$ cat config.mk
export PLATFORM = sky130hd
export DESIGN_NAME = bitop_scaled_add
export DESIGN_NICKNAME = d
export VERILOG_FILES = /design/src/rtl/bitop_scaled_add.sv
export SDC_FILE = /design/constraint.sdc
export NUM_CORES = 1
export LEC_CHECK = 0
export BUFFER_PORTS_ARGS = -buffer_cell sky130_fd_sc_hd__buf_4
export CAP_MARGIN = 20
export CELL_PAD_IN_SITES_DETAIL_PLACEMENT = 0
export CELL_PAD_IN_SITES_GLOBAL_PLACEMENT = 1
export CORE_MARGIN = 2
export CORE_UTILIZATION = 39
export DETAILED_ROUTE_END_ITERATION = 10
export PLACE_DENSITY_LB_ADDON = 0.15
export SYNTH_ARGS = -nofsm -noshare
export SYNTH_HDL_FRONTEND = slang
export SYNTH_SLANG_ARGS = --single-unit
$ cat constraint.sdc
create_clock -name vclk -period 5.8
set_input_delay 0.87 -clock vclk [all_inputs]
set_output_delay 0.87 -clock vclk [all_outputs]
set_load 0.02 [all_outputs]
$ cat src/rtl/bitop_scaled_add.sv
module bitop_scaled_add #(
  parameter int XLEN = 64,
  parameter int WLEN = 32
) (
  input  logic [XLEN-1:0]         rs1_i,
  input  logic [XLEN-1:0]         rs2_i,
  input  logic [$clog2(XLEN)-1:0] imm_i,
  input  logic                    imm_sel_i,
  input  logic [3:0]              op_i,
  output logic [XLEN-1:0]         res_o
);
  localparam int IW = $clog2(XLEN);

  localparam logic [3:0] OP_SET  = 4'd0;
  localparam logic [3:0] OP_CLR  = 4'd1;
  localparam logic [3:0] OP_FLIP = 4'd2;
  localparam logic [3:0] OP_EXT  = 4'd3;
  localparam logic [3:0] OP_SA1  = 4'd4;
  localparam logic [3:0] OP_SA2  = 4'd5;
  localparam logic [3:0] OP_SA3  = 4'd6;
  localparam logic [3:0] OP_SA1W = 4'd7;
  localparam logic [3:0] OP_SA2W = 4'd8;
  localparam logic [3:0] OP_SA3W = 4'd9;
  localparam logic [3:0] OP_ADDW = 4'd10;
  localparam logic [3:0] OP_SLLW = 4'd11;

  logic [IW-1:0]   idx;
  logic [XLEN-1:0] mask;
  logic [XLEN-1:0] word;
  logic [XLEN-1:0] base;
  logic [1:0]      scale;

  assign idx  = imm_sel_i ? imm_i : rs2_i[IW-1:0];
  assign mask = {{(XLEN-1){1'b0}}, 1'b1} << idx;
  assign word = {{(XLEN-WLEN){1'b0}}, rs1_i[WLEN-1:0]};

  always_comb begin
    base  = rs1_i;
    scale = 2'd0;
    unique case (op_i)
      OP_SA1:  scale = 2'd1;
      OP_SA2:  scale = 2'd2;
      OP_SA3:  scale = 2'd3;
      OP_SA1W: begin base = word; scale = 2'd1; end
      OP_SA2W: begin base = word; scale = 2'd2; end
      OP_SA3W: begin base = word; scale = 2'd3; end
      OP_ADDW: base = word;
      default: ;
    endcase
  end

  always_comb begin
    unique case (op_i)
      OP_SET:  res_o = rs1_i | mask;
      OP_CLR:  res_o = rs1_i & ~mask;
      OP_FLIP: res_o = rs1_i ^ mask;
      OP_EXT:  res_o = {{(XLEN-1){1'b0}}, rs1_i[idx]};
      OP_SA1, OP_SA2, OP_SA3, OP_SA1W, OP_SA2W, OP_SA3W, OP_ADDW:
               res_o = (base << scale) + rs2_i;
      OP_SLLW: res_o = word << idx;
      default: res_o = '0;
    endcase
  end

  always_comb begin
    if (op_i == OP_SET)
      a_r2_set_bit_high: assert (res_o[idx] == 1'b1) else $error("set bit not high");
    if (op_i == OP_CLR)
      a_r3_clr_bit_low: assert (res_o[idx] == 1'b0) else $error("cleared bit not low");
    if (op_i == OP_FLIP)
      a_r4_flip_one_bit: assert ($countones(res_o ^ rs1_i) == 1) else $error("flip changed wrong bit count");
    if (op_i == OP_EXT)
      a_r5_ext_upper_zero: assert (res_o[XLEN-1:1] == '0) else $error("extract upper bits nonzero");
    if (op_i == OP_SLLW)
      a_r9_sllw_low_zero: assert ((res_o & ((({{(XLEN-1){1'b0}}, 1'b1}) << idx) - 1'b1)) == '0)
        else $error("shifted word has low bits set");
    if (op_i > OP_SLLW)
      a_r11_unused_zero: assert (res_o == '0) else $error("unused code gave nonzero result");
  end
endmodule

## Yosys cells after proc, flatten, opt, wreduce, memory -nomap -nowiden

Cells that the tools add are included.

- Register bits after elaboration: 0
- Logic and storage cells: 32
- Input bits: 139
- Output and inout bits: 64

- Reductions and logical operators: 6
- Eq/ne operators: 11
- $lt $le $gt $ge: 1
- Mux-type cells: 6
- Bitwise operators: 4
- Shifts and indexed selects: 3
- Add/subtract/negate cells: 1

Operator list:

| kind | number |
|---|---|
| 64-bit one-hot mux with 6 select lines | 1 |
| 64-bit adder | 1 |
| 64-bit AND | 1 |
| 64-bit 2-to-1 mux | 1 |
| 64-bit inverter | 1 |
| 64-bit OR | 1 |
| 1-bit by 6-bit << shifter with 64-bit output, first input constant | 1 |
| 32-bit by 6-bit << shifter with 64-bit output | 1 |
| 64-bit by 2-bit << shifter with 64-bit output | 1 |
| 64-bit bitwise XOR | 1 |
| 4-bit by 3-bit == test with 1-bit output, second input constant | 4 |
| 4-bit == test, second input constant | 4 |
| 4-bit by 2-bit == test with 1-bit output, second input constant | 2 |
| 6-bit by 7-bit < comparator with 1-bit output, second input constant | 1 |
| 7-bit OR reduction | 1 |
| 1-bit binary-select mux with 6-bit select | 1 |
| 6-bit 2-to-1 mux | 1 |
| 2-bit one-hot mux with 3 select lines | 1 |
| 2-bit OR reduction | 3 |
| 4-bit by 1-bit == test with 1-bit output, second input constant | 1 |
| 4-bit zero test | 1 |
| 4-bit OR reduction | 1 |
| 1-bit 2-to-1 mux | 1 |

## Depth between registers and ports, before layout

Gate-level depths: netlist of run 1.

- Depth in word-level cells: 6
- Mapped depth: 21
- Gate-level depth less buffers: 17

## Least setup slack after synthesis of run 1

No wires, ideal clock.

- Path kind: input -> output
- Start: in op_i[3]
- End: out res_o[54]
- Slack: -218 ps
- Arrival: 5,148 ps
- Data required time: 4,930 ps
- Path buffers: 3
- Cell stages on the path: 18
- Cells stage by stage: clkbuf_1 > nor2b_1 > a21oi_1 > o22ai_1 > clkbuf_1 > clkbuf_1 > nor3_1 > ha_1 > fa_1 > a21o_1 > a221o_1 > a21oi_1 > nor4_1 > o2111ai_1 > nand3_1 > a31oi_1 > mux2_2 > a31o_2

- Cells in the longest elaborated chain, start to end: 6
- Elaborated cells between the ends (all ways): 22
- Those cells by class: add/sub: 1; eq/ne: 11; shift: 1; mux: 3; reduce/logical: 6

RTL lines:

| element | line | source |
|---|---|---|
| start: declaration | 9 | `input logic [3:0] op_i,` |
| 4-bit by 3-bit == test with 1-bit output / 4-bit == test (equally long branches) | 40, 53 |  |
| 2-bit OR reduction (no source line) / 4-bit OR reduction (equally long branches) | n/a |  |
| 2-bit one-hot mux with 3 select lines / 64-bit 2-to-1 mux (equally long branches) | 40 | `unique case (op_i)` |
| 64-bit by 2-bit << shifter with 64-bit output | 59 | `res_o = (base << scale) + rs2_i;` |
| 64-bit adder | 59 |  |
| 64-bit one-hot mux with 6 select lines (*) | 53 | `unique case (op_i)` |
| end: declaration | 10 | `output logic [XLEN-1:0] res_o` |

Every way passes the cells marked *; elsewhere a longest branch is shown, timed or not.

## Final worst setup path of run 1

- Start: in op_i[1]
- End: out res_o[61]

Same word-level chain as after synthesis.

==> impl_metrics.csv, run 1 <==
group,metric,value,unit
run_status,status,"completed",
finish,seq_cells,0,
global_routing,grt_overflow,0,
yosys,synth_cell_types,83,
critical_path,cp-end-kind,"output pin",
yosys,netlist_area,0.01234,sq mm
routing,drtPass1Iterations,6,
routing,drcViolationCount,0,
global_routing,grt_first_pass_wirelength,96170,um
timing,worst_hold_slack,2092,ps
finish,register_area,0,sq um
place,place_hpwl,52540,um
place,port_buffers,203,
clock_tree,ctsHoldBuffers,0,
timing,fin_crit_sh,0.9930,
global_routing,grt_usage,0.3757,
critical_path,cp.required,4930,ps
finish,mostFrequentLayoutCell,"buf_4",
yosys,syn_area_per_cell,6.851,sq um
routing,viasPerCell,6.318,
routing,drt_wl_total,65270,um
critical_path,cp_num_buf_inv,6,
floorplanning,die-area,0.03308,sq mm
timing,rsz0062_at_grt,"true",
power,power,0.002865,W
critical_path,cp_slowest_cell,"o41a_1",
critical_path,worstPathCellList,"buf_6 -> nand2b_4 -> mux2i_4 -> buf_12 -> buf_12 -> buf_12 -> nor2_1 -> a21oi_2 -> mux2i_2 -> ha_1 -> nand2_2 -> buf_4 -> a2111oi_4 -> o21ai_4 -> a211oi_4 -> a211oi_4 -> o41a_1 -> o21a_4 -> o21a_1 -> o211ai_1 -> buf_4",
yosys,yosysSeqAreaShare,0,
timing,setup_viol,0,
place,place_congestion,1.033,
floorplanning,rows,65,
power,leakage,7.863,nW
floorplanning,ios,203,
routing,avgRoutedWirePerCell,25.13,um
finish,fillCellCount,3181,
critical_path,slowest_delay,480,ps
critical_path,worstPathArrival,4890,ps
floorplanning,start_util,0.3931,
finish,n_antenna_cell,0,
routing,drtAntennaViolNets,0,
timing,slew_headroom,0.2673,
finish,layout_common_cells,"buf_4, nand2_1, ha_1",
finish,drive_gt1_frac,0.3253,
global_routing,antenna_found_initial,0,
power,peakVddDrop,86.37,uV
place,pre_cts_ws,-545.5,ps
timing,fmax,0.1736,GHz
timing,fin_crit,5759,ps
finish,multiInputGateArea,0.01219,sq mm
floorplanning,die_h,181.9,um
min_path,whs_path_depth,3,
timing,worst_pin_slew,1096,ps
critical_path,start_kind,"input pin",
critical_path,path_class,"input pin to output pin",
critical_path,path_depth,21,
timing,maxSlewViolCount,0,
yosys,synth_cells,1801,
min_path,hold_path_class,"input pin to output pin",
power,cellPowerDensity,166.2,mW/mm^2
critical_path,critPathMostFrequentCell,"buf_12",
finish,fin_nets,2536,
floorplanning,core-area,0.03139,sq mm
floorplanning,die_x,181.9,um
job,max_cap_viol_count,0,
timing,worst_slack,40.51,ps
finish,clkbuf_count,0,
yosys,ys_warn_count,0,
routing,drt-initial-drc-count,1500,
critical_path,worstSetupStartpoint,"op_i[1]",
global_routing,grt_max_degree,65,
global_routing,grt_pass1_vias,15740,
finish,syn2layout_area_growth,39.66,%
yosys,syn_nets,2140,
timing,hold_violations,0,
critical_path,crit_family,"compound AO/OA/AOI/OAI gates",
routing,num_vias,16410,
critical_path,crit_fanout,8,
critical_path,endpoint,"res_o[61]",
metal layers:
metal	vias up	global-route usage	wire (um)
li1	7543	-	-
met1	7890	0.4884	27140
met2	807	0.6264	29650
met3	168	0.04372	4841
met4	0	0.1655	3639
met5	-	0	0
cells by family after synthesis:
| logic type | after synthesis | synth area share |
|---|---|---|
| AND/OR/NAND/NOR | 586 | 0.2076 |
| buffers and inverters | 218 | 0.07463 |
| multiplexers | 138 | 0.1476 |
| XOR/XNOR | 53 | 0.03762 |
| AO/OA/AOI/OAI | 606 | 0.3291 |
| adder cells (fa/ha/maj) | 200 | 0.2034 |
cell type report:
| cell class | instances | area share |
|---|---|---|
| multi-input combinational | 1583 | 0.7074 |
| timing repair buffer | 527 | 0.2449 |
| tap | 402 | 0.02919 |
| inverter | 85 | 0.01851 |
tightest hold or removal path: stages:
cell and delay, ps:
buf_4 110, o41ai_1 90, buf_4 150
how the worst min path moves through the flow:
stage / slack (ps) / end / startpoint
6_report: 2090 / res_o[0] / op_i[3]
5_1_grt: 2110 / res_o[0] / op_i[3]
4_1_cts: 2070 / res_o[0] / op_i[3]
3_5_place_dp: 2060 / res_o[0] / op_i[3]
3_3_place_gp: 2060 / res_o[0] / op_i[3]
2_1_floorplan: 1950 / res_o[0] / rs1_i[0]
cells in the mapped netlist (4+ instances only):
library cell	n	share of area
inv_1	85	0.026
o21bai_1	13	0.0079
or3_1	8	0.0041
mux2_2	8	0.0073
nor2b_1	17	0.0086
buf_4	8	0.0049
xnor2_1	29	0.021
a311oi_1	11	0.0078
o221ai_1	35	0.025
o31ai_1	5	0.0030
a31oi_1	23	0.012
o21ai_0	100	0.041
o2111ai_1	5	0.0035
nor4_1	7	0.0035
and3_1	14	0.0071
xor2_1	24	0.017
a21oi_1	174	0.071
a22oi_1	12	0.0073
a211oi_1	42	0.026
nand4_1	26	0.013
a221o_1	16	0.013
buf_6	5	0.0046
o22ai_1	9	0.0046
buf_1	17	0.0052
a221oi_1	42	0.030
nor2_1	191	0.058
and2_1	7	0.0035
a22o_1	4	0.0028
mux4_2	33	0.060
nor3_1	38	0.015
clkbuf_1	83	0.025
nand3_1	31	0.013
a21o_1	34	0.021
nand2_1	225	0.068
ha_1	199	0.20
nand2b_1	9	0.0046
buf_2	17	0.0069
o21a_1	9	0.0055
mux2i_1	94	0.076
o211ai_1	18	0.011
o21ai_1	12	0.0049
repair_timing:
action,in CTS,in global routing
endpoints found under the hold margin,0,0
endpoints found under the setup margin,36,35
pin swaps,15,53
setup buffers,6,16
cloned,1,2
resized for setup,49,129
per-stage QoR:
| stage | cells | util | TNS, ps | cell area [sq um] |
|---|---|---|---|---|
| after CTS | 2579 | 0.5250 | 0 | 16480 |
| after global placement | 2572 | 0.5153 | -6699 | 16180 |
| after global routing | 2597 | 0.5489 | -300.6 | 17230 |
| after floorplan | 1801 | - | -9.797 | 12360 |
| after detailed placement | 2572 | 0.5153 | -9598 | 16180 |
| final | 2597 | 0.5489 | 0 | 17230 |
power breakdown:
group	internal (W)	switching, W
clock	0	0
sequential	0	0
combinational	0.00123	0.00163
total	0.00123	0.00163
No activity file was read; power rests on OpenSTA's default activity.
==> run 2, diff against run 1 <==
Settings changed: MAX_ROUTING_LAYER set to met4.
==> impl_metrics.csv, run 2 (synthesis gave the netlist of run 1 again) <==
group,metric,value,unit
run_status,status,"completed",
floorplanning,die_x,181.9,um
routing,drtPass1Iterations,6,
floorplanning,die_h,181.9,um
finish,mostFrequentLayoutCell,"buf_4",
global_routing,grt_overflow,0,
routing,viasPerCell,6.319,
timing,slew_headroom,0.2386,
global_routing,antenna_found_initial,2,
timing,hold_violations,0,
finish,layout_common_cells,"buf_4, nand2_1, ha_1",
finish,syn2layout_area_growth,38.81,%
finish,clkbuf_count,0,
floorplanning,ios,203,
routing,avgRoutedWirePerCell,25.03,um
routing,drt_wl_total,65060,um
global_routing,grt_max_degree,65,
critical_path,cp.required,4930,ps
finish,stdcell_area,0.01713,sq mm
routing,wl_met1,26810,um
floorplanning,start_util,0.3931,
timing,fmax,0.1746,GHz
timing,fin_crit_sh,0.9876,
routing,drt-initial-drc-count,1541,
finish,multiInputGateArea,0.01207,sq mm
timing,fin_crit,5728,ps
global_routing,grt_pass1_vias,15780,
place,port_buffers,203,
critical_path,crit_fanout,9,
job,max_cap_viol_count,0,
power,cellPowerDensity,165.3,mW/mm^2
critical_path,worstPathArrival,4860,ps
timing,setup_viol,0,
power,leakage,7.885,nW
floorplanning,rows,65,
routing,num_vias,16420,
place,dpl-instance-area,0.01625,sq mm
timing,maxSlewViolCount,0,
routing,drcViolationCount,0,
finish,seq_cells,0,
finish,drive_gt1_frac,0.3169,
timing,worst_hold_slack,2258,ps
finish,register_area,0,sq um
critical_path,start_kind,"input pin",
critical_path,cp-end-kind,"output pin",
critical_path,path_class,"input pin to output pin",
timing,fin_tns_setup,0,ps
floorplanning,die-area,0.03308,sq mm
global_routing,grt_first_pass_wirelength,95310,um
min_path,hold_path_class,"input pin to output pin",
routing,wl_met2,29700,um
place,place_congestion,1.101,
timing,worst_pin_slew,1139,ps
routing,wl_met3,5163,um
place,place_hpwl,52510,um
global_routing,grt_usage,0.3839,
finish,fillCellCount,3141,
power,peakVddDrop,89.70,uV
finish,fin_nets,2537,
floorplanning,core-area,0.03139,sq mm
routing,drtAntennaViolNets,0,
routing,top_layer,"met4",
timing,rsz0062_at_grt,"true",
[run 2: stage by stage]
stage | util | cells | worst slack (ps) | total power [W]
floorplan | - | 1801 | -9.797 | 0.001397
global placement | 0.5175 | 2581 | -393.7 | 0.002608
detailed placement | 0.5175 | 2581 | -461.9 | 0.002613
CTS | 0.5261 | 2585 | 14.26 | 0.002673
global route | 0.5456 | 2599 | -63.73 | 0.002999
finish | 0.5456 | 2599 | 71.88 | 0.002832
[run 2: routing by layer]
layer / track usage / vias to the layer above
met5: - / -
met1: 0.4855 / 7847
li1: - / 7543
met3: 0.04232 / 162
met2: 0.6277 / 871
met4: 0.1510 / 0
[run 2: timing repair]
| item | CTS | global route |
|---|---|---|
| setup endpoints to repair | 35 | 28 |
| setup buffers | 3 | 9 |
| resized for setup | 45 | 99 |
| gates cloned | 1 | 4 |
| hold buffers | 0 | 0 |
| pin swaps | 13 | 33 |
[run 2: worst max-delay path, cell delays in order]
cell       delay (ps)
buf_4              80
nand2b_4          130
mux2i_4           240
buf_12            200
buf_12            150
nor2_1             50
a21oi_1           170
mux2i_1           110
ha_1              350
nand2_1           120
a2111oi_4         380
o21ai_4           160
a211oi_4          430
a211oi_4          130
o41a_1            490
o21a_2            270
o21a_1            170
o211ai_1          170
buf_4             170
[run 2: area by class of cell]
cell class / instances / area share
antenna: 1 / 0.0001461
inverter: 85 / 0.01863
multi-input combinational: 1583 / 0.7047
tap: 402 / 0.02937
timing repair buffer: 528 / 0.2471
[run 2: final timing paths]
path | slack [ps] | start | depth (start not counted) | end
worst min-delay path | 2260 | op_i[2] | 4 | res_o[0]
worst max-delay path | 70 | op_i[1] | 19 | res_o[61]
[run 2: power by group]
part | internal (W) | leakage [nW] | total (W) | switching (W)
clock network | 0.0000000000206 | 0.00000876 | 0.0000000000206 | 0
registers | 0 | 0 | 0 | 0
logic | 0.00122 | 7.89 | 0.00283 | 0.00162
total | 0.00122 | 7.89 | 0.00283 | 0.00162
==> run 3, diff against run 2 <==
Clock period 5.8 ns to 5 ns, I/O delays scaled along.
==> impl_metrics.csv, run 3 (synthesis gave the netlist of run 1 again) <==
group,metric,value,unit
min_path,whs_path_depth,4,
routing,drt-initial-drc-count,1852,
place,place_hpwl,54380,um
finish,mostFrequentLayoutCell,"buf_4",
floorplanning,ios,203,
global_routing,grt_pass1_vias,17030,
floorplanning,start_util,0.3931,
critical_path,worstPathCellList,"buf_6 -> nand2b_4 -> mux2i_4 -> buf_6 -> buf_4 -> nand2_1 -> a21oi_2 -> buf_6 -> nand2_1 -> o31ai_2 -> ha_1 -> a21oi_2 -> o21ai_1 -> a31oi_1 -> o21ai_1 -> o2bb2ai_1 -> or4b_1 -> o21a_4 -> xnor2_2 -> o211ai_1 -> buf_4",
timing,slew_headroom,0.3631,
power,intPower,0.001898,W
finish,fin_nets,2723,
timing,fmax,0.1851,GHz
critical_path,cp-end-kind,"output pin",
timing,hold_violations,0,
run_status,status,"finished with violations",
power,power,0.004103,W
finish,fillCellCount,2696,
critical_path,start_kind,"input pin",
finish,clkbuf_count,0,
floorplanning,die-area,0.03308,sq mm
routing,viasPerCell,6.290,
power,power.switching,0.002205,W
timing,maxSlewViolCount,0,
place,place_congestion,1.046,
routing,num_vias,17520,
finish,syn2layout_area_growth,63.97,%
power,clkPwrFrac,0,
global_routing,grt_usage,0.4146,
power,peakVddDrop,132.8,uV
routing,drcViolationCount,0,
timing,fin_crit_sh,1.080,
power,swShare,0.5373,
routing,drtPass1Iterations,5,
floorplanning,core-area,0.03139,sq mm
job,max_cap_viol_count,0,
finish,multiInputGateArea,0.01340,sq mm
place,port_buffers,203,
timing,fin_crit,5401,ps
global_routing,grt_first_pass_wirelength,102700,um
floorplanning,rows,65,
timing,setup_viol,49,
global_routing,antenna_found_initial,0,
run_status,violations,"setup timing",
critical_path,cp_num_buf_inv,5,
clock_tree,ctsHoldBuffers,0,
power,leakage,9.152,nW
critical_path,crit_fanout,4,
min_path,min_to,"res_o[0]",
critical_path,worstPathArrival,4650,ps
routing,drt_wl_total,70360,um
timing,worst_pin_slew,946.7,ps
finish,seq_cells,0,
timing,worst_slack,-401.3,ps
floorplanning,die_x,181.9,um
timing,rsz0062_at_grt,"true",
min_path,hp-start,"op_i[2]",
finish,register_area,0,sq um
place,pre_cts_ws,-1114,ps
critical_path,cp_slowest_cell,"or4b_1",
critical_path,cp.required,4250,ps
routing,drtAntennaViolNets,0,
power,cellPowerDensity,202.8,mW/mm^2
min_path,hold_path_class,"input pin to output pin",
critical_path,slowest_delay,540,ps
global_routing,grt_overflow,0,
power,power_frac_seq,0,
finish,layout_common_cells,"buf_4, nand2_1, ha_1",
critical_path,path_class,"input pin to output pin",
floorplanning,die_h,181.9,um
finish,drive_gt1_frac,0.4463,
power,pwr-share-comb,1.000,
global_routing,grt_max_degree,65,
routing,avgRoutedWirePerCell,25.25,um
critical_path,critPathMostFrequentCell,"buf_6",
critical_path,crit_family,"compound AO/OA/AOI/OAI gates",
-- run 3: per-layer routing --
metal | global-route usage | share of wire
met5 | - | 0
met3 | 0.04172 | 0.073
met1 | 0.5116 | 0.40
met2 | 0.6782 | 0.47
met4 | 0.2032 | 0.059
-- run 3: cell type report --
class,instances,area share
diodes,2,0.0002474
inverters,85,0.01577
multi-input cells,1583,0.6623
well taps,402,0.02486
repair buffers,714,0.2968
-- run 3: how the worst max path moves through the flow --
stage,start,end,slack [ps],depth (start not counted)
finish,op_i[1],res_o[58],-400,21
global route,op_i[2],res_o[61],-530,21
CTS,op_i[1],res_o[52],-410,24
detailed placement,op_i[1],res_o[52],-1110,20
global placement,op_i[1],res_o[52],-1140,20
floorplan,op_i[2],res_o[61],-140,19
-- run 3: power groups by stage --
stage | sequential (W) | clock (W) | combinational (W)
6_report | 0 | 0.00000000000361 | 0.00410
5_1_grt | 0 | 0 | 0.00431
4_1_cts | 0 | 0 | 0.00372
3_5_place_dp | 0 | 0 | 0.00325
3_3_place_gp | 0 | 0 | 0.00323
2_1_floorplan | 0 | 0 | 0.00169
-- run 3: worst min-delay path, stage by stage --
cell	delay, ps
buf_6	90
buf_4	120
o41ai_1	80
buf_4	160
-- run 3: repair_timing --
item	4_1_cts	5_1_grt
setup buffers	51	36
setup endpoints to repair	54	53
gates resized for setup	292	172
pin swaps	115	91
gates cloned	6	1
-- run 3: stage by stage --
step / area [sq um] / instances / utilization / hold WS (ps) / TNS [ps]
4_1_cts: 19200 / 2755 / 0.6117 / 1944 / -6744
6_report: 20230 / 2786 / 0.6445 / 1951 / -11330
5_1_grt: 20230 / 2784 / 0.6444 / 1964 / -17330
2_1_floorplan: 12690 / 1801 / - / 1711 / -341.5
3_3_place_gp: 17340 / 2700 / 0.5522 / 1957 / -34720
3_5_place_dp: 17340 / 2700 / 0.5522 / 1974 / -36260
